--- src/rtl/sarPkg.sv ---
package sarPkg;
  localparam int unsigned FULL_BITS  = 12;
  localparam int unsigned SHORT_BITS = 8;
  localparam int unsigned NIB_W      = 4;
  localparam int unsigned NIB_CNT    = FULL_BITS / NIB_W;
  localparam int unsigned LOW_BITS   = FULL_BITS - SHORT_BITS;
  localparam int unsigned CNT_W      = $clog2(FULL_BITS + 1);

  typedef enum logic {ST_IDLE, ST_CONV} sarState_t;

  typedef struct packed {
    logic start;
    logic decide;
    logic finish;
    logic shortMode;
  } sarStrobe_t;
endpackage

--- src/rtl/sarControl.sv ---
module sarControl
  import sarPkg::*;
#(
  parameter int unsigned FULL_W  = sarPkg::FULL_BITS,
  parameter int unsigned SHORT_W = sarPkg::SHORT_BITS,
  parameter int unsigned CW      = sarPkg::CNT_W
) (
  input  logic       clk,
  input  logic       rst,
  input  logic       chipEn,
  input  logic       chipSelN,
  input  logic       rdNotConv,
  input  logic       addrBit,
  output sarStrobe_t strobe,
  output logic       busy,
  output logic       done8,
  output logic       done12,
  output logic       readEn
);
  localparam logic [CW-1:0] FULL_CNT  = CW'(FULL_W);
  localparam logic [CW-1:0] SHORT_CNT = CW'(SHORT_W);

  sarState_t     stateQ;
  logic [CW-1:0] decCntQ;
  logic [CW-1:0] nextCnt;
  logic [CW-1:0] lastCnt;
  logic          shortQ;
  logic          selected;
  logic          convReq;
  logic          readReq;

  // Bus decode: nothing happens unless the part is both enabled and selected
  assign selected = chipEn & ~chipSelN;
  assign convReq  = selected & ~rdNotConv;
  assign readReq  = selected & rdNotConv;

  assign busy    = (stateQ == ST_CONV);
  assign readEn  = readReq & ~busy;
  assign nextCnt = decCntQ + 1'b1;
  assign lastCnt = shortQ ? SHORT_CNT : FULL_CNT;

  always_comb begin
    strobe.start     = (stateQ == ST_IDLE) & convReq;
    strobe.decide    = (stateQ == ST_CONV);
    strobe.finish    = (stateQ == ST_CONV) & (nextCnt == lastCnt);
    strobe.shortMode = shortQ;
  end

  always_ff @(posedge clk) begin
    if (rst) begin
      stateQ  <= ST_IDLE;
      decCntQ <= '0;
      shortQ  <= 1'b0;
      done8   <= 1'b1;
      done12  <= 1'b1;
    end else begin
      case (stateQ)
        ST_IDLE: begin
          if (strobe.start) begin
            stateQ  <= ST_CONV;
            decCntQ <= '0;
            shortQ  <= addrBit;
            done8   <= 1'b0;
            done12  <= 1'b0;
          end
        end
        ST_CONV: begin
          decCntQ <= nextCnt;
          if (nextCnt == SHORT_CNT) done8 <= 1'b1;
          if (strobe.finish) begin
            stateQ <= ST_IDLE;
            done12 <= 1'b1;
          end
        end
        default: stateQ <= ST_IDLE;
      endcase
    end
  end
endmodule

--- src/rtl/sarDatapath.sv ---
module sarDatapath
  import sarPkg::*;
#(
  parameter int unsigned FULL_W  = sarPkg::FULL_BITS,
  parameter int unsigned SHORT_W = sarPkg::SHORT_BITS,
  parameter int unsigned NW      = sarPkg::NIB_W,
  parameter int unsigned NCNT    = sarPkg::NIB_CNT
) (
  input  logic              clk,
  input  logic              rst,
  input  sarStrobe_t        strobe,
  input  logic              cmpKeep,
  input  logic              readEn,
  input  logic              addrBit,
  input  logic              wordMode,
  output logic [FULL_W-1:0] trialCode,
  output logic [FULL_W-1:0] resultQ,
  output logic [FULL_W-1:0] dataBus,
  output logic [NCNT-1:0]   nibbleOe
);
  localparam int unsigned LOW_W = FULL_W - SHORT_W;
  localparam int unsigned LOW_NIB = LOW_W / NW;
  localparam logic [FULL_W-1:0] MSB_ONE  = {1'b1, {(FULL_W-1){1'b0}}};
  localparam logic [FULL_W-1:0] LOW_MASK = {{SHORT_W{1'b0}}, {LOW_W{1'b1}}};

  logic [FULL_W-1:0]  trialQ;
  logic [FULL_W-1:0]  maskQ;
  logic [FULL_W-1:0]  decided;
  logic [FULL_W-1:0]  nextTrial;
  logic [FULL_W-1:0]  finalVal;
  logic [SHORT_W-1:0] byteVal;
  logic [FULL_W-1:0]  busRaw;

  // One decision per clock on the bit marked by maskQ
  always_comb begin
    decided   = (trialQ & ~maskQ) | (cmpKeep ? maskQ : '0);
    nextTrial = strobe.finish ? decided : (decided | (maskQ >> 1));
    finalVal  = strobe.shortMode ? (decided & ~LOW_MASK) : decided;
  end

  always_ff @(posedge clk) begin
    if (rst) begin
      trialQ  <= '0;
      maskQ   <= '0;
      resultQ <= '0;
    end else if (strobe.start) begin
      trialQ <= MSB_ONE;
      maskQ  <= MSB_ONE;
    end else if (strobe.decide) begin
      trialQ <= nextTrial;
      maskQ  <= maskQ >> 1;
      if (strobe.finish) resultQ <= finalVal;
    end
  end

  assign trialCode = trialQ;

  // Byte reads overlap onto the upper SHORT_W lines
  always_comb begin
    if (addrBit) byteVal = {resultQ[LOW_W-1:0], {(SHORT_W-LOW_W){1'b0}}};
    else         byteVal = resultQ[FULL_W-1:LOW_W];
    busRaw  = wordMode ? resultQ : {byteVal, {LOW_W{1'b0}}};
    dataBus = readEn ? busRaw : '0;
  end

  for (genvar g = 0; g < NCNT; g++) begin : g_nibOe
    if (g >= LOW_NIB) begin : g_upper
      assign nibbleOe[g] = readEn;
    end else begin : g_lower
      assign nibbleOe[g] = readEn & wordMode;
    end
  end
endmodule

--- src/rtl/sarBusCtrl.sv ---
module sarBusCtrl
  import sarPkg::*;
#(
  parameter int unsigned FULL_W  = sarPkg::FULL_BITS,
  parameter int unsigned SHORT_W = sarPkg::SHORT_BITS,
  parameter int unsigned NW      = sarPkg::NIB_W,
  parameter int unsigned NCNT    = FULL_W / NW,
  parameter int unsigned CW      = $clog2(FULL_W + 1)
) (
  input  logic              clk,
  input  logic              rst,
  input  logic              chipEn,
  input  logic              chipSelN,
  input  logic              rdNotConv,
  input  logic              addrBit,
  input  logic              wordMode,
  input  logic              cmpKeep,
  output logic [FULL_W-1:0] trialCode,
  output logic              busy,
  output logic              done8,
  output logic              done12,
  output logic [FULL_W-1:0] dataBus,
  output logic [NCNT-1:0]   nibbleOe
);
  sarStrobe_t        strobe;
  logic              readEn;
  logic [FULL_W-1:0] resultQ;

  sarControl #(.FULL_W(FULL_W), .SHORT_W(SHORT_W), .CW(CW)) i_ctrl (
    .clk      (clk),
    .rst      (rst),
    .chipEn   (chipEn),
    .chipSelN (chipSelN),
    .rdNotConv(rdNotConv),
    .addrBit  (addrBit),
    .strobe   (strobe),
    .busy     (busy),
    .done8    (done8),
    .done12   (done12),
    .readEn   (readEn)
  );

  sarDatapath #(.FULL_W(FULL_W), .SHORT_W(SHORT_W), .NW(NW), .NCNT(NCNT)) i_dp (
    .clk      (clk),
    .rst      (rst),
    .strobe   (strobe),
    .cmpKeep  (cmpKeep),
    .readEn   (readEn),
    .addrBit  (addrBit),
    .wordMode (wordMode),
    .trialCode(trialCode),
    .resultQ  (resultQ),
    .dataBus  (dataBus),
    .nibbleOe (nibbleOe)
  );
endmodule

--- config.mk ---
export PLATFORM = sky130hd
export DESIGN_NAME = sarBusCtrl
export DESIGN_NICKNAME = d
export VERILOG_FILES = /design/src/rtl/sarPkg.sv /design/src/rtl/sarControl.sv /design/src/rtl/sarDatapath.sv /design/src/rtl/sarBusCtrl.sv
export SDC_FILE = /design/constraint.sdc
export NUM_CORES = 1
export LEC_CHECK = 0
export BUFFER_PORTS_ARGS = -buffer_cell sky130_fd_sc_hd__buf_2
export CORE_ASPECT_RATIO = 0.7
export CORE_UTILIZATION = 57
export CTS_CLUSTER_SIZE = 28
export DETAILED_ROUTE_END_ITERATION = 10
export MAX_ROUTING_LAYER = met4
export PLACE_DENSITY = 0.81
export SLEW_MARGIN = 20
export SYNTH_ARGS = -nofsm -noshare
export SYNTH_HDL_FRONTEND = slang
export SYNTH_SLANG_ARGS = --single-unit
--- constraint.sdc ---
create_clock -name clk -period 4.7 [get_ports clk]
set_clock_uncertainty 0.05 [all_clocks]
set_input_delay 0.235 -clock clk [delete_from_list [all_inputs] [get_ports clk]]
set_output_delay 0.235 -clock clk [all_outputs]
set_load 0.05 [all_outputs]
* After elaboration in Yosys (flattened, before gate mapping) *
Index checks and enable logic that the tools add are counted.

cells by class
  reductions and logical operators = 6
  eq/ne operators = 5
  add/subtract/negate cells = 1
  bitwise gates (word level) = 15
  multiplexer cells = 21

operator list
  kind                                                    number
  2-to-1 mux 12 bit                                       8
  bitwise AND 12 bit                                      1
  NOT 12 bit                                              1
  bitwise OR 12 x 11 -> 12 bit                            1
  bitwise OR 12 bit                                       1
  2-to-1 mux 4 bit                                        2
  2-to-1 mux 8 bit                                        1
  case mux 4 bit (2 select lines)                         1
  bitwise AND 1 bit                                       7
  case mux 1 bit (2 select lines)                         3
  AND reduction 2 bit                                     3
  2-to-1 mux 1 bit                                        5
  adder 4 x 1 -> 4 bit (second input constant)            1
  equality test 4 bit                                     1
  equality test 4 bit (second input constant)             1
  inequality test 2 x 1 -> 1 bit (second input constant)  2
  NOT 1 bit                                               4
  2-to-1 mux 3 bit                                        1
  AND reduction 3 bit                                     1
  inequality test 2 bit (second input constant)           1
  nonzero test 2 bit                                      1
  OR reduction 2 bit                                      1

storage, ports and cells
  logic and storage cells = 58
  flip-flop bits (word level) = 44
  output and inout bits = 30

* Longest topological paths before layout *
Gate-level depths: netlist of the first run.

  depth in word-level cells = 7
  depth in mapped cells = 7
  depth with buffers taken out = 5

* Cells and area by module *
From an unflattened synthesis of the first run, not the netlist that was laid out.

unflattened totals
  cells, all modules = 237
  area total of the unflattened synthesis = 2144.6 um2

by module, submodules not included
  module       instances  cells each  sequential area each (um2)  area an instance (um2)
  sarDatapath  1          190         720.7                       1731.7
  sarControl   1          47          160.2                       412.9

* Least setup slack after synthesis of the first run *
OpenSTA, ideal clock, no wires.

  path kind = reg2out
  from = reg i_ctrl.stateQ (netlist: i_ctrl.busy)
  to = out dataBus[4]
  path slack = 2.113 ns
  data arrival time = 2.302 ns
  stages on the path, launching flop included = 5
  buffers on the path = 1
  cells stage by stage = dfxtp_1 -> buf_2 -> nor3b_1 -> nand2_1 -> nor3_1

between the ends
  longest elaborated chain between the ends = 3

RTL lines
  item                        line               text
  from (decl)                 sarControl.sv:23   sarState_t stateQ;
  from (signal assigned)      sarControl.sv:51   stateQ <= ST_IDLE;
  from (signal assigned)      sarControl.sv:60   stateQ <= ST_CONV;
  from (signal assigned)      sarControl.sv:71   stateQ <= ST_IDLE;
  NOT 1 bit (no source line)  n/a
  bitwise AND 1 bit           sarControl.sv:38   assign readEn = readReq & ~busy;
  2-to-1 mux 12 bit           sarDatapath.sv:63  dataBus = readEn ? busRaw : '0;
  to (decl)                   sarBusCtrl.sv:22   output logic [FULL_W-1:0] dataBus,

Every way passes these cells.

* Worst setup path in the final report of the first run *
  from = reg i_ctrl.stateQ (netlist: i_ctrl.busy)
  to = out dataBus[1]

Same word-level chain as after synthesis.

==> results of run 1 <==
==> per-stage QoR <==
step,utilization (%),instance area [um2]
finish,66.4,2350
global route,66.4,2350
CTS,66.4,2350
detailed placement,63.8,2260
global placement,63.8,2260
floorplan,-,2110
==> layer usage <==
layer  track usage (%)  wire (um)  up-vias
met5                 -          0        -
met4              8.49         44        0
met3              5.71        233        7
met2              36.5       1880       51
met1              34.7       2200      809
li1                  -          -      883
==> flip-flops by register name, indices dropped and copies added (netlist names) <==
signal / cells
i_ctrl.busy: 1
i_ctrl.decCntQ: 4
i_ctrl.done12: 1
i_ctrl.done8: 1
i_ctrl.shortQ: 1
i_dp.maskQ: 12
i_dp.resultQ: 12
i_dp.trialCode: 12
==> worst max-delay path: cells and delay by family, from the launching register on <==
family	cells	cell delay, ns
AND/OR/NAND/NOR	3	0.80
buffers and inverters	3	0.69
flip-flops	1	0.30
==> power by group <==
part	leakage, nW	internal [W]	switching (W)
logic	0.534	0.0000139	0.0000402
clock network	0.0455	0.000120	0.000123
registers	0.355	0.000377	0.00000348
total	0.935	0.000510	0.000167
==> kinds of logic after synthesis <==
| logic type | Yosys count | synth area share, % |
|---|---|---|
| fa+ha+maj | 1 | 0.593 |
| flops | 44 | 41.8 |
| buf+inv | 33 | 7.54 |
| simple gates | 77 | 18.5 |
| compound gates | 52 | 17.4 |
| mux | 26 | 12.9 |
| xor+xnor | 3 | 1.25 |
==> layout by cell type (no fill, tap or decap), types with 2 or more instances in the layout <==
cell	instances
sky130_fd_sc_hd__a21oi_1	14
sky130_fd_sc_hd__mux2i_1	19
sky130_fd_sc_hd__inv_1	14
sky130_fd_sc_hd__nand2_1	16
sky130_fd_sc_hd__mux2_2	6
sky130_fd_sc_hd__clkbuf_8	6
sky130_fd_sc_hd__clkbuf_1	2
sky130_fd_sc_hd__dfxtp_1	44
sky130_fd_sc_hd__a22oi_1	2
sky130_fd_sc_hd__o22ai_1	10
sky130_fd_sc_hd__and3_1	5
sky130_fd_sc_hd__nand2b_1	10
sky130_fd_sc_hd__o32ai_1	4
sky130_fd_sc_hd__nand3_1	11
sky130_fd_sc_hd__a211oi_1	15
sky130_fd_sc_hd__nor2_1	18
sky130_fd_sc_hd__buf_2	37
sky130_fd_sc_hd__nor3_1	8
sky130_fd_sc_hd__nor3b_1	2
sky130_fd_sc_hd__xnor2_1	3
==> path summary, 6_finish.rpt <==
| kind | endpoint | slack (ns) | cells past startpoint | startpoint |
|---|---|---|---|---|
| min reg2reg | i_dp.resultQ[9] | 0.42 | 2 | i_dp.resultQ[9] |
| min | i_ctrl.shortQ | 0.13 | 3 | addrBit |
| max | dataBus[1] | 2.31 | 6 | i_ctrl.busy |
| max reg2reg | i_dp.trialCode[10] | 2.76 | 5 | i_ctrl.busy |
==> area by class of cell <==
| type | instances | area (um2) |
|---|---|---|
| Fill cell | 297 | 1190 |
| Sequential cell | 44 | 881 |
| Multi-Input combinational cell | 159 | 1070 |
| Timing Repair Buffer | 38 | 193 |
| Tap cell | 50 | 62.6 |
| Clock buffer | 8 | 90.1 |
| Inverter | 14 | 52.6 |
==> Flow_metrics.wiki, run 1 <==
{| class="wikitable"
! Metric !! Value
|-
| Status || finished, final reports clean
|-
| CP startpoint kind || flip-flop
|-
| Detailed Place HPWL || 3.02 mm
|-
| Leakage power total || 0.935 nW
|-
| Path category of the worst min-delay check || input port to flip-flop
|-
| Fmax achieved || 0.418 GHz
|-
| Total Power Consumption || ~0.00068 W
|-
| Register area share after synthesis || 41.8%
|-
| Cell with the most instances after synthesis || sky130_fd_sc_hd__dfxtp_1
|-
| Via density per instance || around 5.6
|-
| Post-CTS Resized || 0
|-
| EDFF count, synth || 0
|-
| Buffers on Ports || 37
|-
| Slowest stage delay, CP || between 0.3 and 0.4 ns
|-
| RSZ-0062 raised after global routing || no
|-
| Critical Path, Cell by Cell || buf_4 > nor3b_1 > nand2_1 > inv_1 > and3_1 > buf_2
|-
| Kind of end point of the critical path || output pin
|-
| Number of clock sinks seen by CTS || 44
|-
| DRT Pass-1 Iters || 4
|-
| Horiz. Die Dim || between 70 and 80 um
|-
| Gate count after technology mapping || 236
|-
| Initial core utilization || between 50% and 60%
|-
| First-pass GRT wire length || 7.07 mm
|-
| Total overflow reported by the global router || 0
|-
| Cell type contributing the most total cell area after synthesis || sky130_fd_sc_hd__dfxtp_1
|-
| Standard cell with the maximum stage delay on the critical path || sky130_fd_sc_hd__nor3b_1
|-
| Number of clock buffers inserted by TritonCTS || 5
|-
| Final setup violation count || 0
|-
| Root Driver || sky130_fd_sc_hd__clkbuf_8
|-
| Post-synth top area share || between 40% and 50%
|-
| Post-CTS clock slew at the launch and capture registers of the worst setup and hold paths || around 0.08 ns
|-
| Async set or reset register ratio after synthesis || 0%
|-
| Cell Area, Synth || between 2000 and 2500 um2
|-
| Layout Area Growth over Synthesis || 11.3%
|-
| Maximum number of pins on one net before global-route repair || 46
|-
| Synth warn || 0
|-
| Antenna violations before repair || 0
|-
| Most frequent cells after synthesis || sky130_fd_sc_hd__dfxtp_1, sky130_fd_sc_hd__mux2i_1, sky130_fd_sc_hd__nor2_1, sky130_fd_sc_hd__nand2_1, sky130_fd_sc_hd__a211oi_1
|-
| Detail Route Antenna Nets || 0
|-
| Vias in the first global route || around 1500
|-
| Number of buffers inserted for hold repair after clock tree synthesis || 0
|-
| Pre-CTS setup slack || 2.67 ns
|-
| Final #Nets || 271
|-
| FF+latch count, synth || 44
|-
| Final period util || between 50% and 60%
|-
| Worst slew margin || 49.8%
|-
| Synth Flop Type || sky130_fd_sc_hd__dfxtp_1
|-
| Average size of a mapped cell || 8.93 um2
|-
| Deepest level of the CTS H-tree || 2
|-
| Total placed cells including tap cells || just over 300
|-
| Core area || 3540 um2
|-
| Routed wire per std cell || 13.9 um
|-
| Drc violations || 0
|-
| Antenna diode count || 0
|-
| Crit path kind || flip-flop to output pin
|-
| Dominant cells by area after synthesis || sky130_fd_sc_hd__dfxtp_1, sky130_fd_sc_hd__mux2i_1, sky130_fd_sc_hd__a211oi_1
|-
| CP max FO || 45
|-
| Post-synth net total || between 200 and 250
|-
| Die footprint || 3950 um2
|-
| Measured slew at the worst slew-check pin || 0.752 ns
|-
| DRT Wirelength || ~4.4 mm
|-
| Hold Vio Cnt, Final || 0
|-
| Row count || 18
|-
| Worst path required time || 4.41 ns
|-
| Die H || 52.9 um
|-
| Setup TNS || 0 ns
|-
| Final hold slack || 0.125 ns
|-
| Number of DRC markers after the initial detailed-route iteration || slightly above 100
|-
| Routability cong. || 0.815
|-
| Count of pins on the block boundary || 38
|-
| Post-CTS repair timing setup buffer count || 0
|-
| Maximum resistive drop on vdd || 0.163 mV
|-
| Maximum root-to-sink buffer count || 2
|-
| GRT Resource Usage Total || 25.2%
|-
| Final number of max-transition violations || 0
|-
| Non-filler instance count after layout || between 300 and 400
|-
| Final worst path period need || 2.39 ns
|-
| Post-synth cell types || 39
|-
| Overall via count from detail_route || about 1800
|-
| Final setup margin || around 2.3 ns
|-
| TritonCTS clock tree || done
|-
| Max-cap check violation count || 0
|-
| Share of cells above drive strength 1 || 21.7%
|-
| Power per Cell Area || roughly 290 nW/um2
|-
| Worst Path Arrival || 2.11 ns
|-
| Clk_lat worst skew || 0.30 ns
|}
(Power assumes the default switching activity.)
==> run 2, diff against run 1 <==
CORE_UTILIZATION = 49   (was 57)
PLACE_DENSITY = 0.74   (was 0.81)
clock period = 2 ns   (was 4.7 ns; I/O delays follow)
==> run 2 against run 1 <==
Net effect: sequential share of layout area fell by 1.1 points; die area rose by 16%; worst hold slack got worse by 0.039 ns; via count is the same; critical path depth shrank 1; clock power increased by 140%; sequential cell count stayed put; combinational power increased to 2.5 times the previous value; largest cell class unchanged; largest power group unchanged; highest routed layer unchanged.
==> Flow_metrics.wiki, run 2 (synthesis results as in run 1) <==
{| class="wikitable"
! Metric !! Value
|-
| Gr busiest metal || met1
|-
| GRT Resource Usage Total || 22.1%
|-
| Routability cong. || 0.872
|-
| Antenna violations before repair || 0
|-
| Horiz. Die Dim || 80.4 um
|-
| Critical Path, Cell by Cell || nor3b_2 > nand2_1 > buf_4 > nor3_2 > buf_2
|-
| Post-CTS clock slew at the launch and capture registers of the worst setup and hold paths || 0.08 ns
|-
| Path category of the worst min-delay check || input port to flip-flop
|-
| TritonCTS clock tree || done
|-
| Global routing met3 resource utilization || 5.37%
|-
| Row count || 19
|-
| Maximum resistive drop on vdd || 0.452 mV
|-
| Status || finished, final reports clean
|-
| Minimum setup slack among reg-to-reg paths || approximately 0.21 ns
|-
| Detail Route Antenna Nets || 0
|-
| Count of pins on the block boundary || 38
|-
| Number of DRC markers after the initial detailed-route iteration || between 100 and 150
|-
| Global routing usage on met2 || 30.1%
|-
| Maximum root-to-sink buffer count || 2
|-
| Die H || 56.9 um
|-
| Antenna diode count || 0
|-
| Buffers on Ports || 37
|-
| Worst path required time || approximately 1.9 ns
|-
| Critical register-to-register path startpoint || i_ctrl.shortQ
|-
| Detailed Place HPWL || 3.21 mm
|-
| Leakage power total || 0.961 nW
|-
| Max-cap check violation count || 0
|-
| Power per Cell Area || ~670 nW/um2
|-
| Worst Path Arrival || 1.67 ns
|-
| Overall via count from detail_route || 1750
|-
| Share of cells above drive strength 1 || 24.3%
|-
| Setup TNS || 0 ns
|-
| Standard cell with the maximum stage delay on the critical path || sky130_fd_sc_hd__dfxtp_1
|-
| Deepest level of the CTS H-tree || 2
|-
| Slowest stage delay, CP || 0.38 ns
|-
| DRT Wirelength || 4.49 mm
|-
| Core area || 4020 um2
|-
| Drc violations || 0
|-
| CP startpoint kind || flip-flop
|-
| Vias in the first global route || roughly 1500
|-
| Final #Nets || 276
|-
| Worst slew margin || 50.1%
|-
| Final setup violation count || 0
|-
| CP max FO || 8
|-
| Highest-count cells in the layout ignoring fill and taps || sky130_fd_sc_hd__dfxtp_1, sky130_fd_sc_hd__buf_2, sky130_fd_sc_hd__mux2i_1
|-
| Count of buffering cells on the critical path with inverters included || 2
|-
| Final period util || between 90% and 100%
|-
| Fmax achieved || 0.551 GHz
|-
| Layout Area Growth over Synthesis || 14.7%
|-
| Count of cells along the worst hold path || 4
|-
| Die footprint || 4570 um2
|-
| Number of cells on the worst reg-to-reg path || 4
|-
| Final hold slack || 0.0856 ns
|-
| Met1 track demand over resource in global routing || 30.2%
|-
| Crit Reg-Reg Endpoint || i_dp.trialCode[2]
|-
| First-pass GRT wire length || 7.23 mm
|-
| Root Driver || sky130_fd_sc_hd__clkbuf_8
|-
| Initial core utilization || 52.5%
|-
| RSZ-0062 raised after global routing || no
|-
| Number of clock sinks seen by CTS || 44
|-
| Final worst path period need || 1.82 ns
|-
| Destination of the worst hold path || i_ctrl.shortQ
|-
| Maximum number of pins on one net before global-route repair || 42
|-
| Total overflow reported by the global router || 0
|-
| Post-CTS repair timing setup buffer count || 0
|-
| Crit path kind || flip-flop to output pin
|-
| Final number of max-transition violations || 0
|-
| DRT Pass-1 Iters || 4
|-
| Hold Vio Cnt, Final || 0
|-
| Routed wire per std cell || 14.0 um
|-
| Via density per instance || 5.47
|-
| Hold wc startpoint || chipSelN
|-
| Clk_lat worst skew || 0.30 ns
|-
| Number of clock buffers inserted by TritonCTS || 5
|-
| Kind of end point of the critical path || output pin
|-
| CP top delay family || simple AND/OR/NAND/NOR gates
|-
| Most common library cell in the layout ignoring fill and taps || sky130_fd_sc_hd__dfxtp_1
|-
| Measured slew at the worst slew-check pin || 0.746 ns
|}
==> run 2: how the worst max path moves through the flow <==
stage	from	to	cells past startpoint
after floorplan	i_ctrl.busy	dataBus[10]	4
after global placement	i_ctrl.decCntQ[0]	i_dp.resultQ[0]	4
after detailed placement	i_ctrl.decCntQ[2]	i_dp.trialCode[7]	4
after CTS	i_ctrl.busy	dataBus[7]	5
after global routing	i_ctrl.busy	dataBus[5]	5
final	i_ctrl.busy	dataBus[7]	5
==> run 2: final cells by class <==
class	count	area [um2]
repair buffers	43	235
multi-input cells	159	1090
inverters	14	52.6
clock buffers	8	90.1
fillers	366	1600
well taps	52	65.1
flip-flops and latches	44	881
==> run 2: metrics by stage <==
stage	area (um2)	instances	setup WS (ns)	util, %	total power, W
floorplan	2130	236	-0.0808	-	0.00101
global placement	2300	310	0.291	57.3	0.00105
detailed placement	2300	310	0.229	57.3	0.00105
CTS	2410	320	0.0392	60.0	0.00163
global route	2420	320	0.0576	60.2	0.00167
finish	2420	320	0.183	60.2	0.00161
==> run 2: where the power goes <==
part           leakage, nW  internal (W)  switching (W)
logic                0.560     0.0000393      0.0000982
clock network       0.0455      0.000282       0.000300
registers            0.355      0.000885     0.00000962
total                0.961       0.00121       0.000408
==> run 2: timing repair <==
item	in CTS	in global routing
hold buffers	2	0
hold endpoints to repair	2	0
endpoints found under the setup margin	0	10
resized for setup	0	1
==> run 2: tightest hold or removal path, cell delays in order <==
cell,delay (ns)
sky130_fd_sc_hd__buf_2,0.11
sky130_fd_sc_hd__nor4b_2,0.06
sky130_fd_sc_hd__nand2_1,0.06
sky130_fd_sc_hd__a21oi_1,0.05
==> run 2: routing by layer <==
metal | vias up | share of wire [%]
met2 | 35 | 42
met4 | 0 | 2.0
li1 | 896 | -
met3 | 8 | 3.9
met5 | - | 0
met1 | 811 | 52
==> run 3, diff against run 2 <==
CORE_UTILIZATION = 55   (was 49)
PLACE_DENSITY = 0.8   (was 0.74)
clock period = 1.8 ns   (was 2 ns; I/O delays follow)
==> run 3 against run 2 <==
Net effect: register-to-register slack lost 0.10 ns; critical endpoint is now dataBus[5]; global-route usage is 3.2 points higher; die area is 11% lower; sequential share of layout area fell by 2.5 points; total power rose by 19%; final cell count grew 1.6%; first-iteration DRC count decreased by 35%; sequential cell count unchanged; critical path depth did not move; via count is 3.9% higher; wire length up 6.3%; setup slack worse by 0.079 ns.
==> Flow_metrics.wiki, run 3 (synthesis results as in run 1) <==
{| class="wikitable"
! Metric !! Value
|-
| Status || finished, final reports clean
|-
| Final setup violation count || 0
|-
| DRT Pass-1 Iters || 4
|-
| Core area || 3600 um2
|-
| Worst Path Arrival || 1.56 ns
|-
| Minimum setup slack among reg-to-reg paths || roughly 0.11 ns
|-
| Power per Cell Area || 738 nW/um2
|-
| Critical register-to-register path startpoint || i_ctrl.decCntQ[0]
|-
| Number of cells on the worst reg-to-reg path || 6
|-
| Buffers on Ports || 37
|-
| Worst slew margin || 48.7%
|-
| TritonCTS clock tree || done
|-
| Total Power Consumption || 0.00192 W
|-
| Vias in the first global route || ~1600
|-
| Crit Reg-Reg Endpoint || i_dp.resultQ[6]
|-
| Total overflow reported by the global router || 0
|-
| Most common library cell in the layout ignoring fill and taps || sky130_fd_sc_hd__dfxtp_1
|-
| Maximum resistive drop on vdd || 0.630 mV
|-
| Number of clock sinks seen by CTS || 44
|-
| Measured slew at the worst slew-check pin || 0.766 ns
|-
| Total area of sequential cells || just under 900 um2
|-
| Detail Route Antenna Nets || 0
|-
| Drc violations || 0
|-
| Antenna violations before repair || 0
|-
| Maximum number of pins on one net before global-route repair || 38
|-
| Final period util || ~94%
|-
| Die footprint || around 4100 um2
|-
| Max-cap check violation count || 0
|-
| Count of pins on the block boundary || 38
|-
| Setup TNS || 0 ns
|-
| Detailed Place HPWL || ~3.3 mm
|-
| Final-layout fill cell count || 300
|-
| Hold wc startpoint || chipSelN
|-
| Critical Path, Cell by Cell || nor3b_4 > nand2_2 > buf_4 > nor3_4 > buf_6
|-
| DRT Wirelength || 4.77 mm
|-
| Initial core utilization || 58.5%
|-
| Hold Vio Cnt, Final || 0
|-
| Standard cell with the maximum stage delay on the critical path || sky130_fd_sc_hd__dfxtp_2
|-
| Post-CTS clock slew at the launch and capture registers of the worst setup and hold paths || 0.08 ns
|-
| Kind of end point of the critical path || output pin
|-
| Horiz. Die Dim || 76 um
|-
| First-pass GRT wire length || between 7 and 8 mm
|-
| CP max FO || 9
|-
| Deepest level of the CTS H-tree || 2
|-
| Path category of the worst min-delay check || input port to flip-flop
|-
| Crit path kind || flip-flop to output pin
|-
| CP startpoint kind || flip-flop
|-
| Routability cong. || 0.881
|-
| Fmax achieved || roughly 0.6 GHz
|-
| Final number of max-transition violations || 0
|-
| Leakage power total || 1.03 nW
|-
| Layout Area Growth over Synthesis || 23.3%
|-
| Highest-count cells in the layout ignoring fill and taps || sky130_fd_sc_hd__dfxtp_1, sky130_fd_sc_hd__buf_2, sky130_fd_sc_hd__mux2i_1
|-
| Worst path required time || roughly 1.7 ns
|-
| Clk_lat worst skew || about 0.30 ns
|-
| Antenna diode count || 0
|-
| Count of cells along the worst hold path || 4
|-
| Number of clock buffers inserted by TritonCTS || 5
|-
| Root Driver || sky130_fd_sc_hd__clkbuf_8
|-
| Destination of the worst hold path || i_ctrl.shortQ
|-
| Overall via count from detail_route || 1818
|-
| Via density per instance || approximately 5.6
|-
| Row count || 18
|-
| Maximum root-to-sink buffer count || 2
|-
| RSZ-0062 raised after global routing || no
|-
| Share of cells above drive strength 1 || a little under a third
|-
| GRT Resource Usage Total || 25.3%
|-
| Die H || 53.8 um
|-
| Multi-input gate area || 1170 um2
|-
| Slowest stage delay, CP || around 0.38 ns
|-
| Number of DRC markers after the initial detailed-route iteration || 74
|-
| Routed wire per std cell || 14.7 um
|-
| Final worst path period need || 1.70 ns
|-
| Final #Nets || 283
|}
-- run 3: cell type report --
class                           instances  share of cell area (%)
Sequential cell                        44                    33.9
Clock inverter                          2                    1.35
Timing Repair Buffer                   50                    12.6
Tap cell                               50                    2.41
Inverter                               14                    2.02
Multi-Input combinational cell        159                    44.9
Clock buffer                            6                    2.79
-- run 3: metal layers --
layer / track usage, % / vias to the layer above / wire, um
li1: - / 917 / -
met1: 31.1 / 852 / 2310
met2: 42.1 / 41 / 2210
met3: 5.08 / 8 / 190
met4: 9.94 / 0 / 59
met5: - / - / 0
-- run 3: power breakdown --
part | total [W] | switching [W] | internal, W
combinational | 0.000173 | 0.000118 | 0.0000547
clock | 0.000748 | 0.000336 | 0.000412
sequential | 0.000995 | 0.0000119 | 0.000983
-- run 3: worst max-delay path by stage --
stage,startpoint,end,slack (ns),depth (start not counted)
2_1_floorplan,i_ctrl.busy,i_dp.resultQ[11],0.03,6
3_3_place_gp,i_ctrl.decCntQ[0],i_dp.resultQ[4],0.20,6
3_5_place_dp,i_ctrl.decCntQ[0],i_dp.resultQ[4],0.13,6
4_1_cts,i_ctrl.busy,dataBus[1],0.01,5
5_1_grt,i_ctrl.decCntQ[0],i_dp.resultQ[6],0.01,6
6_report,i_ctrl.busy,dataBus[5],0.10,5
-- run 3: per-stage QoR --
step | setup slack [ns] | utilization, % | std cells | hold WS [ns] | cell area (um2)
after floorplan | 0.0285 | - | 236 | 0.176 | 2190
after global placement | 0.195 | 67.0 | 313 | 0.274 | 2410
after detailed placement | 0.134 | 67.0 | 313 | 0.286 | 2410
after CTS | 0.00955 | 70.9 | 323 | 0.0741 | 2550
after global routing | 0.0102 | 72.1 | 325 | 0.110 | 2600
final | 0.104 | 72.1 | 325 | 0.106 | 2600
-- run 3: worst max-delay path, delay by kind of cell (launching register included) --
kind,cells,cell delay [ns]
buf+inv,2,0.37
simple gates,3,0.49
flops,1,0.38
-- run 3: repair_timing --
action,CTS,global route
hold endpoints to repair,2,0
gates resized for setup,5,8
hold buffers,2,0
setup endpoints to repair,5,14
pin swaps,0,1
setup buffers,0,2
